File: config.mk
export PLATFORM = sky130hd
export DESIGN_NAME = flash_prog_verify
export DESIGN_NICKNAME = d
export VERILOG_FILES = /design/src/rtl/fpv_pkg.sv /design/src/rtl/fpv_clip.sv /design/src/rtl/fpv_timer.sv /design/src/rtl/fpv_seq.sv /design/src/rtl/flash_prog_verify.sv
export SDC_FILE = /design/constraint.sdc
export NUM_CORES = 1
export LEC_CHECK = 0
export BUFFER_PORTS_ARGS = -buffer_cell sky130_fd_sc_hd__buf_2
export CAP_MARGIN = 15
export CORE_MARGIN = 5
export CORE_UTILIZATION = 54
export CTS_CLUSTER_SIZE = 25
export DETAILED_ROUTE_END_ITERATION = 8
export PLACE_DENSITY = 0.8
export SYNTH_ARGS = -nofsm -noshare
export SYNTH_HDL_FRONTEND = slang
export SYNTH_SLANG_ARGS = --single-unit
export TNS_END_PERCENT = 50
File: constraint.sdc
create_clock -name clk_i -period 3.25 [get_ports clk_i]
set_input_delay 0.325 -clock clk_i [delete_from_list [all_inputs] [get_ports clk_i]]
set_output_delay 0.325 -clock clk_i [all_outputs]
set_load 0.05 [all_outputs]
File: src/rtl/fpv_pkg.sv
package fpv_pkg;
  typedef enum logic [3:0] {
    S_IDLE, S_FETCH, S_LANE, S_PCMD, S_PDATA, S_SREQ, S_POLL, S_TCLR,
    S_RDMODE, S_ECLR, S_RWAIT, S_VWAIT, S_VFETCH, S_VCMP, S_DONE
  } state_e;

  localparam logic [7:0] CMD_PROG = 8'h40;
  localparam logic [7:0] CMD_STAT = 8'h70;
  localparam logic [7:0] CMD_CLR  = 8'h50;
  localparam logic [7:0] CMD_READ = 8'hFF;
  localparam int RDY_BIT = 7;
  localparam int ERR_BIT = 4;
endpackage

File: src/rtl/fpv_clip.sv
module fpv_clip #(
  parameter int BLK_W = 16,
  localparam int CNT_W = BLK_W + 1
) (
  input  logic [BLK_W-1:0] off_i,
  input  logic [CNT_W-1:0] count_i,
  output logic [CNT_W-1:0] cnt_o
);
  localparam logic [CNT_W-1:0] BLK_BYTES = CNT_W'(1) << BLK_W;
  logic [CNT_W-1:0] room;

  assign room  = BLK_BYTES - {1'b0, off_i};
  assign cnt_o = (count_i > room) ? room : count_i;
endmodule

File: src/rtl/fpv_timer.sv
module fpv_timer #(
  parameter int unsigned LIMIT = 16
) (
  input  logic clk_i,
  input  logic rst_ni,
  input  logic clr_i,
  input  logic en_i,
  output logic exp_o
);
  localparam int RAW_W = $clog2(64'(LIMIT) + 64'd1);
  localparam int W = (RAW_W < 1) ? 1 : RAW_W;
  localparam logic [W-1:0] LIM = W'(LIMIT);

  logic [W-1:0] cnt_q;

  assign exp_o = (cnt_q >= LIM);

  always_ff @(posedge clk_i or negedge rst_ni) begin
    if (!rst_ni)            cnt_q <= '0;
    else if (clr_i)         cnt_q <= '0;
    else if (en_i && !exp_o) cnt_q <= cnt_q + W'(1);
  end
endmodule

File: src/rtl/fpv_seq.sv
module fpv_seq
  import fpv_pkg::*;
#(
  parameter int ADDR_W = 22,
  parameter int BLK_W = 16,
  parameter logic [ADDR_W-1:0] CMD_ADDR = ADDR_W'(32'h8000),
  localparam int CNT_W = BLK_W + 1,
  localparam int RES_W = BLK_W + 2
) (
  input  logic              clk_i,
  input  logic              rst_ni,
  input  logic              start_i,
  input  logic [ADDR_W-1:0] base_i,
  input  logic [CNT_W-1:0]  cnt_i,
  output logic              busy_o,
  output logic              done_o,
  output logic [RES_W-1:0]  result_o,
  input  logic              src_valid_i,
  input  logic [7:0]        src_data_i,
  output logic              src_ready_o,
  output logic [BLK_W-1:0]  src_idx_o,
  output logic              lane_wr_o,
  output logic [1:0]        lane_o,
  output logic              fl_wr_o,
  output logic              fl_rd_o,
  output logic [ADDR_W-1:0] fl_addr_o,
  output logic [7:0]        fl_wdata_o,
  input  logic [7:0]        fl_rdata_i,
  output logic              byte_clr_o,
  output logic              byte_en_o,
  input  logic              byte_exp_i,
  output logic              blk_clr_o,
  output logic              blk_en_o,
  input  logic              blk_exp_i,
  output logic              set_clr_o,
  output logic              set_en_o,
  input  logic              set_exp_i
);
  localparam logic [RES_W-1:0] RES_FAIL = ~RES_W'(1);  // -2

  state_e            state_q, state_d;
  logic [ADDR_W-1:0] base_q, base_d;
  logic [CNT_W-1:0]  cnt_q, cnt_d, idx_q, idx_d;
  logic [7:0]        data_q, data_d;
  logic              err_q, err_d;
  logic [RES_W-1:0]  res_q, res_d;
  logic [ADDR_W-1:0] byte_addr;
  logic              last_byte;

  assign byte_addr = base_q + ADDR_W'(idx_q);
  assign last_byte = (idx_q + CNT_W'(1)) == cnt_q;

  assign busy_o      = (state_q != S_IDLE);
  assign done_o      = (state_q == S_DONE);
  assign result_o    = res_q;
  assign src_ready_o = (state_q == S_FETCH) || (state_q == S_VFETCH);
  assign src_idx_o   = idx_q[BLK_W-1:0];
  assign lane_wr_o   = (state_q == S_LANE);
  assign lane_o      = byte_addr[1:0];
  assign byte_clr_o  = (state_q != S_POLL);
  assign byte_en_o   = (state_q == S_POLL);
  assign blk_clr_o   = (state_q == S_IDLE);
  assign blk_en_o    = busy_o;
  assign set_en_o    = (state_q == S_RWAIT) || (state_q == S_VWAIT);
  assign set_clr_o   = !set_en_o;

  always_comb begin
    fl_wr_o    = 1'b0;
    fl_rd_o    = 1'b0;
    fl_addr_o  = CMD_ADDR;
    fl_wdata_o = CMD_READ;
    unique case (state_q)
      S_PCMD:   begin fl_wr_o = 1'b1; fl_addr_o = {byte_addr[ADDR_W-1:2], 2'b00}; fl_wdata_o = CMD_PROG; end
      S_PDATA:  begin fl_wr_o = 1'b1; fl_addr_o = {byte_addr[ADDR_W-1:2], 2'b00}; fl_wdata_o = data_q; end
      S_SREQ:   begin fl_wr_o = 1'b1; fl_wdata_o = CMD_STAT; end
      S_TCLR,
      S_ECLR:   begin fl_wr_o = 1'b1; fl_wdata_o = CMD_CLR; end
      S_RDMODE: fl_wr_o = 1'b1;
      S_POLL:   fl_rd_o = 1'b1;
      S_VCMP:   begin fl_rd_o = 1'b1; fl_addr_o = byte_addr; end
      default: ;
    endcase
  end

  always_comb begin
    state_d = state_q;
    base_d  = base_q;
    cnt_d   = cnt_q;
    idx_d   = idx_q;
    data_d  = data_q;
    err_d   = err_q;
    res_d   = res_q;
    unique case (state_q)
      S_IDLE: if (start_i) begin
        base_d = base_i;
        cnt_d  = cnt_i;
        idx_d  = '0;
        if (cnt_i == '0) begin
          res_d   = '0;
          state_d = S_DONE;
        end else begin
          state_d = S_FETCH;
        end
      end
      S_FETCH: if (src_valid_i) begin
        data_d  = src_data_i;
        state_d = S_LANE;
      end
      S_LANE:  state_d = S_PCMD;
      S_PCMD:  state_d = S_PDATA;
      S_PDATA: state_d = S_SREQ;
      S_SREQ:  state_d = S_POLL;
      S_POLL: begin
        if (fl_rdata_i[RDY_BIT]) begin
          err_d   = fl_rdata_i[ERR_BIT];
          state_d = S_RDMODE;
        end else if (byte_exp_i) begin
          state_d = S_TCLR;
        end
      end
      S_TCLR: state_d = S_LANE;
      S_RDMODE: begin
        if (err_q) state_d = S_ECLR;
        else if (last_byte) begin
          idx_d   = '0;
          state_d = S_VWAIT;
        end else begin
          idx_d   = idx_q + CNT_W'(1);
          state_d = S_FETCH;
        end
      end
      S_ECLR: begin
        if (blk_exp_i) begin
          res_d   = RES_FAIL;
          state_d = S_DONE;
        end else begin
          state_d = S_RWAIT;
        end
      end
      S_RWAIT: if (set_exp_i) state_d = S_LANE;
      S_VWAIT: if (set_exp_i) state_d = S_VFETCH;
      S_VFETCH: if (src_valid_i) begin
        data_d  = src_data_i;
        state_d = S_VCMP;
      end
      S_VCMP: begin
        if (fl_rdata_i != data_q) begin
          res_d   = '0;
          state_d = S_DONE;
        end else if (last_byte) begin
          res_d   = RES_W'(cnt_q);
          state_d = S_DONE;
        end else begin
          idx_d   = idx_q + CNT_W'(1);
          state_d = S_VFETCH;
        end
      end
      S_DONE:  state_d = S_IDLE;
      default: state_d = S_IDLE;
    endcase
  end

  always_ff @(posedge clk_i or negedge rst_ni) begin
    if (!rst_ni) begin
      state_q <= S_IDLE;
      base_q  <= '0;
      cnt_q   <= '0;
      idx_q   <= '0;
      data_q  <= '0;
      err_q   <= 1'b0;
      res_q   <= '0;
    end else begin
      state_q <= state_d;
      base_q  <= base_d;
      cnt_q   <= cnt_d;
      idx_q   <= idx_d;
      data_q  <= data_d;
      err_q   <= err_d;
      res_q   <= res_d;
    end
  end
endmodule

File: src/rtl/flash_prog_verify.sv
module flash_prog_verify #(
  parameter int ADDR_W = 22,
  parameter int BLK_W = 16,
  parameter logic [ADDR_W-1:0] CMD_ADDR = ADDR_W'(32'h8000),
  parameter int unsigned BYTE_TMO = 100_000_000,
  parameter int unsigned BLOCK_DL = 32'd3_000_000_000,
  parameter int unsigned SETTLE_CYC = 1_000_000,
  localparam int CNT_W = BLK_W + 1,
  localparam int RES_W = BLK_W + 2
) (
  input  logic              clk_i,
  input  logic              rst_ni,
  input  logic              start_i,
  input  logic [ADDR_W-1:0] addr_i,
  input  logic [CNT_W-1:0]  count_i,
  output logic              busy_o,
  output logic              done_o,
  output logic [RES_W-1:0]  result_o,
  input  logic              src_valid_i,
  input  logic [7:0]        src_data_i,
  output logic              src_ready_o,
  output logic [BLK_W-1:0]  src_idx_o,
  output logic              lane_wr_o,
  output logic [1:0]        lane_o,
  output logic              fl_wr_o,
  output logic              fl_rd_o,
  output logic [ADDR_W-1:0] fl_addr_o,
  output logic [7:0]        fl_wdata_o,
  input  logic [7:0]        fl_rdata_i
);
  logic [CNT_W-1:0] clip_cnt;
  logic byte_clr, byte_en, byte_exp;
  logic blk_clr, blk_en, blk_exp;
  logic set_clr, set_en, set_exp;

  fpv_clip #(.BLK_W(BLK_W)) u_clip (
    .off_i  (addr_i[BLK_W-1:0]),
    .count_i(count_i),
    .cnt_o  (clip_cnt)
  );

  fpv_timer #(.LIMIT(BYTE_TMO)) u_byte_tmr (
    .clk_i(clk_i), .rst_ni(rst_ni), .clr_i(byte_clr), .en_i(byte_en), .exp_o(byte_exp)
  );

  fpv_timer #(.LIMIT(BLOCK_DL)) u_blk_tmr (
    .clk_i(clk_i), .rst_ni(rst_ni), .clr_i(blk_clr), .en_i(blk_en), .exp_o(blk_exp)
  );

  fpv_timer #(.LIMIT(SETTLE_CYC)) u_set_tmr (
    .clk_i(clk_i), .rst_ni(rst_ni), .clr_i(set_clr), .en_i(set_en), .exp_o(set_exp)
  );

  fpv_seq #(.ADDR_W(ADDR_W), .BLK_W(BLK_W), .CMD_ADDR(CMD_ADDR)) u_seq (
    .clk_i      (clk_i),
    .rst_ni     (rst_ni),
    .start_i    (start_i),
    .base_i     (addr_i),
    .cnt_i      (clip_cnt),
    .busy_o     (busy_o),
    .done_o     (done_o),
    .result_o   (result_o),
    .src_valid_i(src_valid_i),
    .src_data_i (src_data_i),
    .src_ready_o(src_ready_o),
    .src_idx_o  (src_idx_o),
    .lane_wr_o  (lane_wr_o),
    .lane_o     (lane_o),
    .fl_wr_o    (fl_wr_o),
    .fl_rd_o    (fl_rd_o),
    .fl_addr_o  (fl_addr_o),
    .fl_wdata_o (fl_wdata_o),
    .fl_rdata_i (fl_rdata_i),
    .byte_clr_o (byte_clr),
    .byte_en_o  (byte_en),
    .byte_exp_i (byte_exp),
    .blk_clr_o  (blk_clr),
    .blk_en_o   (blk_en),
    .blk_exp_i  (blk_exp),
    .set_clr_o  (set_clr),
    .set_en_o   (set_en),
    .set_exp_i  (set_exp)
  );
endmodule

# Word level (Yosys, flattened, before mapping)

Cells that the tools add are included.

ROM bits: 0
Input bits: 59
Bits in latches: 0
Register bits: 166
Bits in writable memories: 0
Memories: 0

Divide/modulo/power cells: 0
Bitwise logic cells: 0
Magnitude comparators: 4
Equality and inequality tests: 30
Shift-type cells: 0
$add $sub $neg: 6
Muxes and demuxes: 37
Reduce and logical (&&, ||, !) cells: 26
Multipliers: 0

Operator list:

| kind                    | count |
|---|---|
| $mux W17                | 6 |
| $mux W18                | 5 |
| $mux W32                | 2 |
| $pmux W4 S14            | 1 |
| $mux W27                | 2 |
| $pmux W18 S3            | 1 |
| $pmux W17 S3            | 1 |
| $mux W4                 | 11 |
| $pmux W22 S2            | 1 |
| $mux W20                | 2 |
| $add A32 B1 Y32 const B | 1 |
| $ge A32 B32 Y1 const B  | 1 |
| $pmux W8 S4             | 1 |
| $eq A4 B4 Y1 const B    | 7 |
| $add A27 B1 Y27 const B | 1 |
| $ge A27 B27 Y1 const B  | 1 |
| $add A22 B17 Y22        | 1 |
| $add A20 B1 Y20 const B | 1 |
| $ge A20 B20 Y1 const B  | 1 |
| $ne A2 B2 Y1 const B    | 10 |
| $add A17 B1 Y17 const B | 1 |
| $eq A17 B17 Y1          | 1 |
| $gt A17 B17 Y1          | 1 |
| $logic_not A17 Y1       | 1 |
| 24 further kinds        | 42 |

# Longest topological paths before layout

Word-level depth: 7
Gate-level depth with buffers: 18
Gate-level depth less buffers: 15

# Hierarchy

A second synthesis with hierarchy kept.

Cells, all modules: 1280
Area, all modules: 11599.9 µm²

Modules (own cells, without submodules):

| module                  | area each (µm²) | cells each | seq. area each (µm²) | instances |
|---|---|---|---|---|
| fpv_seq                 | 5824.3          | 639        | 2177.1               | 1 |
| fpv_timer at u_blk_tmr  | 1925.6          | 210        | 800.8                | 1 |
| fpv_timer at u_byte_tmr | 1756.7          | 179        | 675.6                | 1 |
| fpv_timer at u_set_tmr  | 1156.1          | 127        | 500.5                | 1 |
| fpv_clip                | 937.1           | 125        | 0.0                  | 1 |

# Worst setup path before layout

Ideal clock, no wire load.

Path type: register to output
Start: register u_seq.idx_q[0]
End: output port fl_addr_o[10]
Stages on the path, launching flop included: 8
Path buffers: 0
Required time: 2.925 ns
Arrival time: 4.281 ns
Setup slack: -1.356 ns
Path through: dfrtp_1 ha_1 fa_1 a21o_1 a21o_1 a21o_1 a31o_2 a2111oi_0

Cells in the longest elaborated chain, start to end: 2

RTL lines:

| element                | RTL line                | RTL |
|---|---|---|
| from (decl)            | fpv_seq.sv:43           | `logic [CNT_W-1:0] cnt_q, cnt_d, idx_q, idx_d;` |
| from (signal assigned) | fpv_seq.sv:176          | `idx_q <= idx_d;` |
| $add A22 B17 Y22       | fpv_seq.sv:50           | `assign byte_addr = base_q + ADDR_W'(idx_q);` |
| $pmux W22 S2           | fpv_seq.sv:72           | `unique case (state_q)` |
| to (decl)              | flash_prog_verify.sv:27 | `output logic [ADDR_W-1:0] fl_addr_o,` |

Every way passes these cells.

# Worst setup path after layout

Start: register u_seq.idx_q[0]
End: output port fl_addr_o[20]

The elaborated chain is that of the path after synthesis.

==> impl_results.md <==
* Max cap viols at 0
* Synth Net Count at 1321
* Die Y at 151 µm
* Worst Skew at 0.00793 ns
* Final worst path period share at 108%
* Top cells by area, synth: dfrtp_1, xor2_1, nor2_1
* Area grow syn2layout at 27.5%
* Kind of end point of the critical path: output port
* DR vias/cell at 5.98
* Setup ws final at -0.267 ns
* Starting Density at 54.9%
* Filler cells at 1399
* Status: complete, but fails checks
* Router iterations before antenna repair at 5
* Initial drt markers at 746
* Reg2Reg Depth at 13
* Routed WL at 31.6 mm
* Num rows at 51
* CTS Buf Count at 17
* Grt total ovfl at 0
* Tmin final at 3.52 ns
* Cell area power density at 654 nW/µm²
* Syn Area/Cell at 8.79 µm²
* Tightest Hold Check Type: in -> reg
* DP Worst Slack at -0.480 ns
* Clock latency on the worst-skew pair at 0.44 ns
* Clock tree buffer depth at 2
* Placed Area at 12200 µm²
* FF-to-FF Start: u_seq.idx_q[0]
* Synth warn at 0
* Synth Instances at 1219
* Largest net degree at the start of global routing at 73
* GPL Wtd Cong at 0.900
* Initial antenna violation count at 1
* Die width at 151 µm
* NumNets Final at 1530
* Final std cell area, no fill at 13700 µm²
* RSZ-0062 raised after global routing: yes
* Die area at 22700 µm²
* Global router's overall resource usage at 26.3%
* Avg WL per Cell at 18.5 µm
* Pwr Total at 8.93 mW
* Yosys top cell area share at 38.8%
* Vias in the first global route at 10000
* Critical Path Start: u_seq.idx_q[0]
* CTS tree: built
* Max transition margin at 52.1%
* Cell taking the most area after synthesis: dfrtp_1
* Root Driver: clkbuf_16
* IO Pins at 131
* Core footprint at 19500 µm²
* Post-route antenna net violation count at 0
* Crit-path max FO at 2
* Htree depth at 4
* Most common cell after layout, fill and taps aside: dfrtp_1
* CP endpoint: fl_addr_o[20]
* Most frequent cells in the layout: dfrtp_1, nor2_1, buf_4
* # clock sinks at 166
* Failing checks: setup timing
* Post-synth EDFFs at 0
* Fin. max-slew vios at 0
* Post-synthesis sequential area ratio at 38.8%
* Mapped cell area at 10700 µm²
* Critical path class: reg -> out
* Worst R2R End: u_seq.result_o[4]
* F_max at 284 MHz
* Hpwl dp at 21.0 mm
* Clk slew on worst S/H paths at 0.07 ns
* Worst Max-Slew Pin Slew at 0.719 ns
* Post-synthesis cell type count at 73
* Dominant synthesized flop cell: dfrtp_1
* Final setup violation count at 31
* Leakage at 6.22 nW
* Reg2Reg Setup Slack at -0.27 ns
* Hold slack at 0.124 ns
* Startpoint class of the critical path: flop
* Share of cells above drive strength 1 at 28.7%
* Critical path arrival at 3.19 ns
* Hold Vio Cnt, Final at 0
* VDD IR-drop max at 0.455 mV
* Synthesized flop and latch total at 166
* First-pass GRT wire length at 48.5 mm
* Post-route DRC at 0
* Routed vias at 10200
* Worst EP required at 2.92 ns
* Port bufs at 130
* Synth async-reset ratio at 100%
[repair_timing]
action,in CTS,in global routing
hold buffers,1,0
resized for setup,50,72
cloned,2,1
setup endpoints to repair,42,53
pin swaps,24,16
endpoints found under the hold margin,70,0
buffers inserted,14,13
[worst min path at each step]
stage                             start                   end  slack (ns)  cells past startpoint
after global placement           rst_ni  u_byte_tmr.cnt_q[18]        0.39                      1
after floorplan                  rst_ni    u_blk_tmr.cnt_q[0]        0.03                      0
after CTS                 src_data_i[5]       u_seq.data_q[5]        0.12                      2
after global routing      src_data_i[5]       u_seq.data_q[5]        0.12                      2
final                     src_data_i[5]       u_seq.data_q[5]        0.12                      2
after detailed placement         rst_ni  u_byte_tmr.cnt_q[18]        0.39                      1
[cell usage after synthesis (all sizes together) (3+ instances only)]
| cell | number |
|---|---|
| a211o | 3 |
| a211oi | 5 |
| a21boi | 3 |
| a21o | 13 |
| a21oi | 83 |
| a22o | 4 |
| a31oi | 22 |
| a41oi | 4 |
| and2 | 7 |
| and3 | 17 |
| and4 | 12 |
| buf | 30 |
| clkbuf | 44 |
| dfrtp | 166 |
| ha | 42 |
| inv | 57 |
| mux2 | 31 |
| mux2i | 18 |
| nand2 | 92 |
| nand2b | 11 |
| nand3 | 47 |
| nand3b | 4 |
| nand4 | 34 |
| nor2 | 155 |
| nor2b | 9 |
| nor3 | 23 |
| nor3b | 6 |
| nor4 | 20 |
| nor4b | 3 |
| o211ai | 4 |
| o21a | 4 |
| o21ai | 55 |
| o21bai | 4 |
| o31ai | 5 |
| or2 | 5 |
| or3 | 12 |
| or4 | 8 |
| xnor2 | 39 |
| xor2 | 89 |
[per-layer routing]
metal  share of wire (%)  global-route usage (%)  vias up
li1                    -                       -     4677
met1                  40                    34.2     4958
met2                  49                    44.8      459
met3                 6.8                    4.01      116
met4                 4.1                    9.52        0
met5                   0                       0        -
[cell families (layout without fill, tap and decap cells)]
family                   count (synthesis)  in the layout  synth area share, %
AO/OA/AOI/OAI                          231            231                 13.2
adder cells (fa/ha/maj)                 43             43                 5.09
XOR/XNOR                               128            128                 10.5
AND/OR/NAND/NOR                        470            470                 21.8
other                                    0              1                    0
multiplexers                            49             49                 4.94
buffers and inverters                  132            353                 5.70
flip-flops                             166            166                 38.8
[critical path: stages (launching register included)]
cell,delay (ns)
dfrtp_2,0.44
ha_4,0.17
fa_2,0.34
a21o_1,0.17
a21o_1,0.19
a21o_1,0.21
a31oi_4,0.18
o21ai_2,0.09
a31oi_2,0.19
nor4_1,0.08
or4_1,0.50
buf_6,0.17
[cell type report]
type                       instances  area, µm²  share of cell area, %
antenna                            1       2.50                 0.0183
clock buffer                      20        447                   3.27
clock inverter                    11        151                   1.11
inverter                          58        218                   1.59
multi-input combinational        921       6460                   47.3
sequential                       166       4160                   30.5
tap                              265        332                   2.43
timing repair buffer             264       1880                   13.8
[flip-flops by register name (all words and copies together) (netlist names)]
register          count
u_blk_tmr.cnt_q      32
u_seq.base_q         22
u_seq.data_q          8
u_seq.err_q           1
u_seq.idx_q          17
u_seq.state_q         4
u_set_tmr.cnt_q      20
u_byte_tmr.cnt_q     27
u_seq.cnt_q          17
u_seq.result_o       18
[per-stage QoR]
step                      utilization (%)  cells  TNS, ns
after floorplan                         -   1219    -1.08
after global placement               62.7   1645    -5.48
after detailed placement             62.7   1645   -11.08
after CTS                            67.7   1693    -3.51
after global routing                 69.9   1706    -7.17
final                                69.9   1706    -4.57
[where the power goes]
part	total, mW	switching [mW]	internal, mW
Combinational	3.91	2.49	1.42
Clock	2.09	0.855	1.23
Sequential	2.94	0.494	2.45
Total	8.93	3.84	5.10
(Power assumes the default switching activity.)
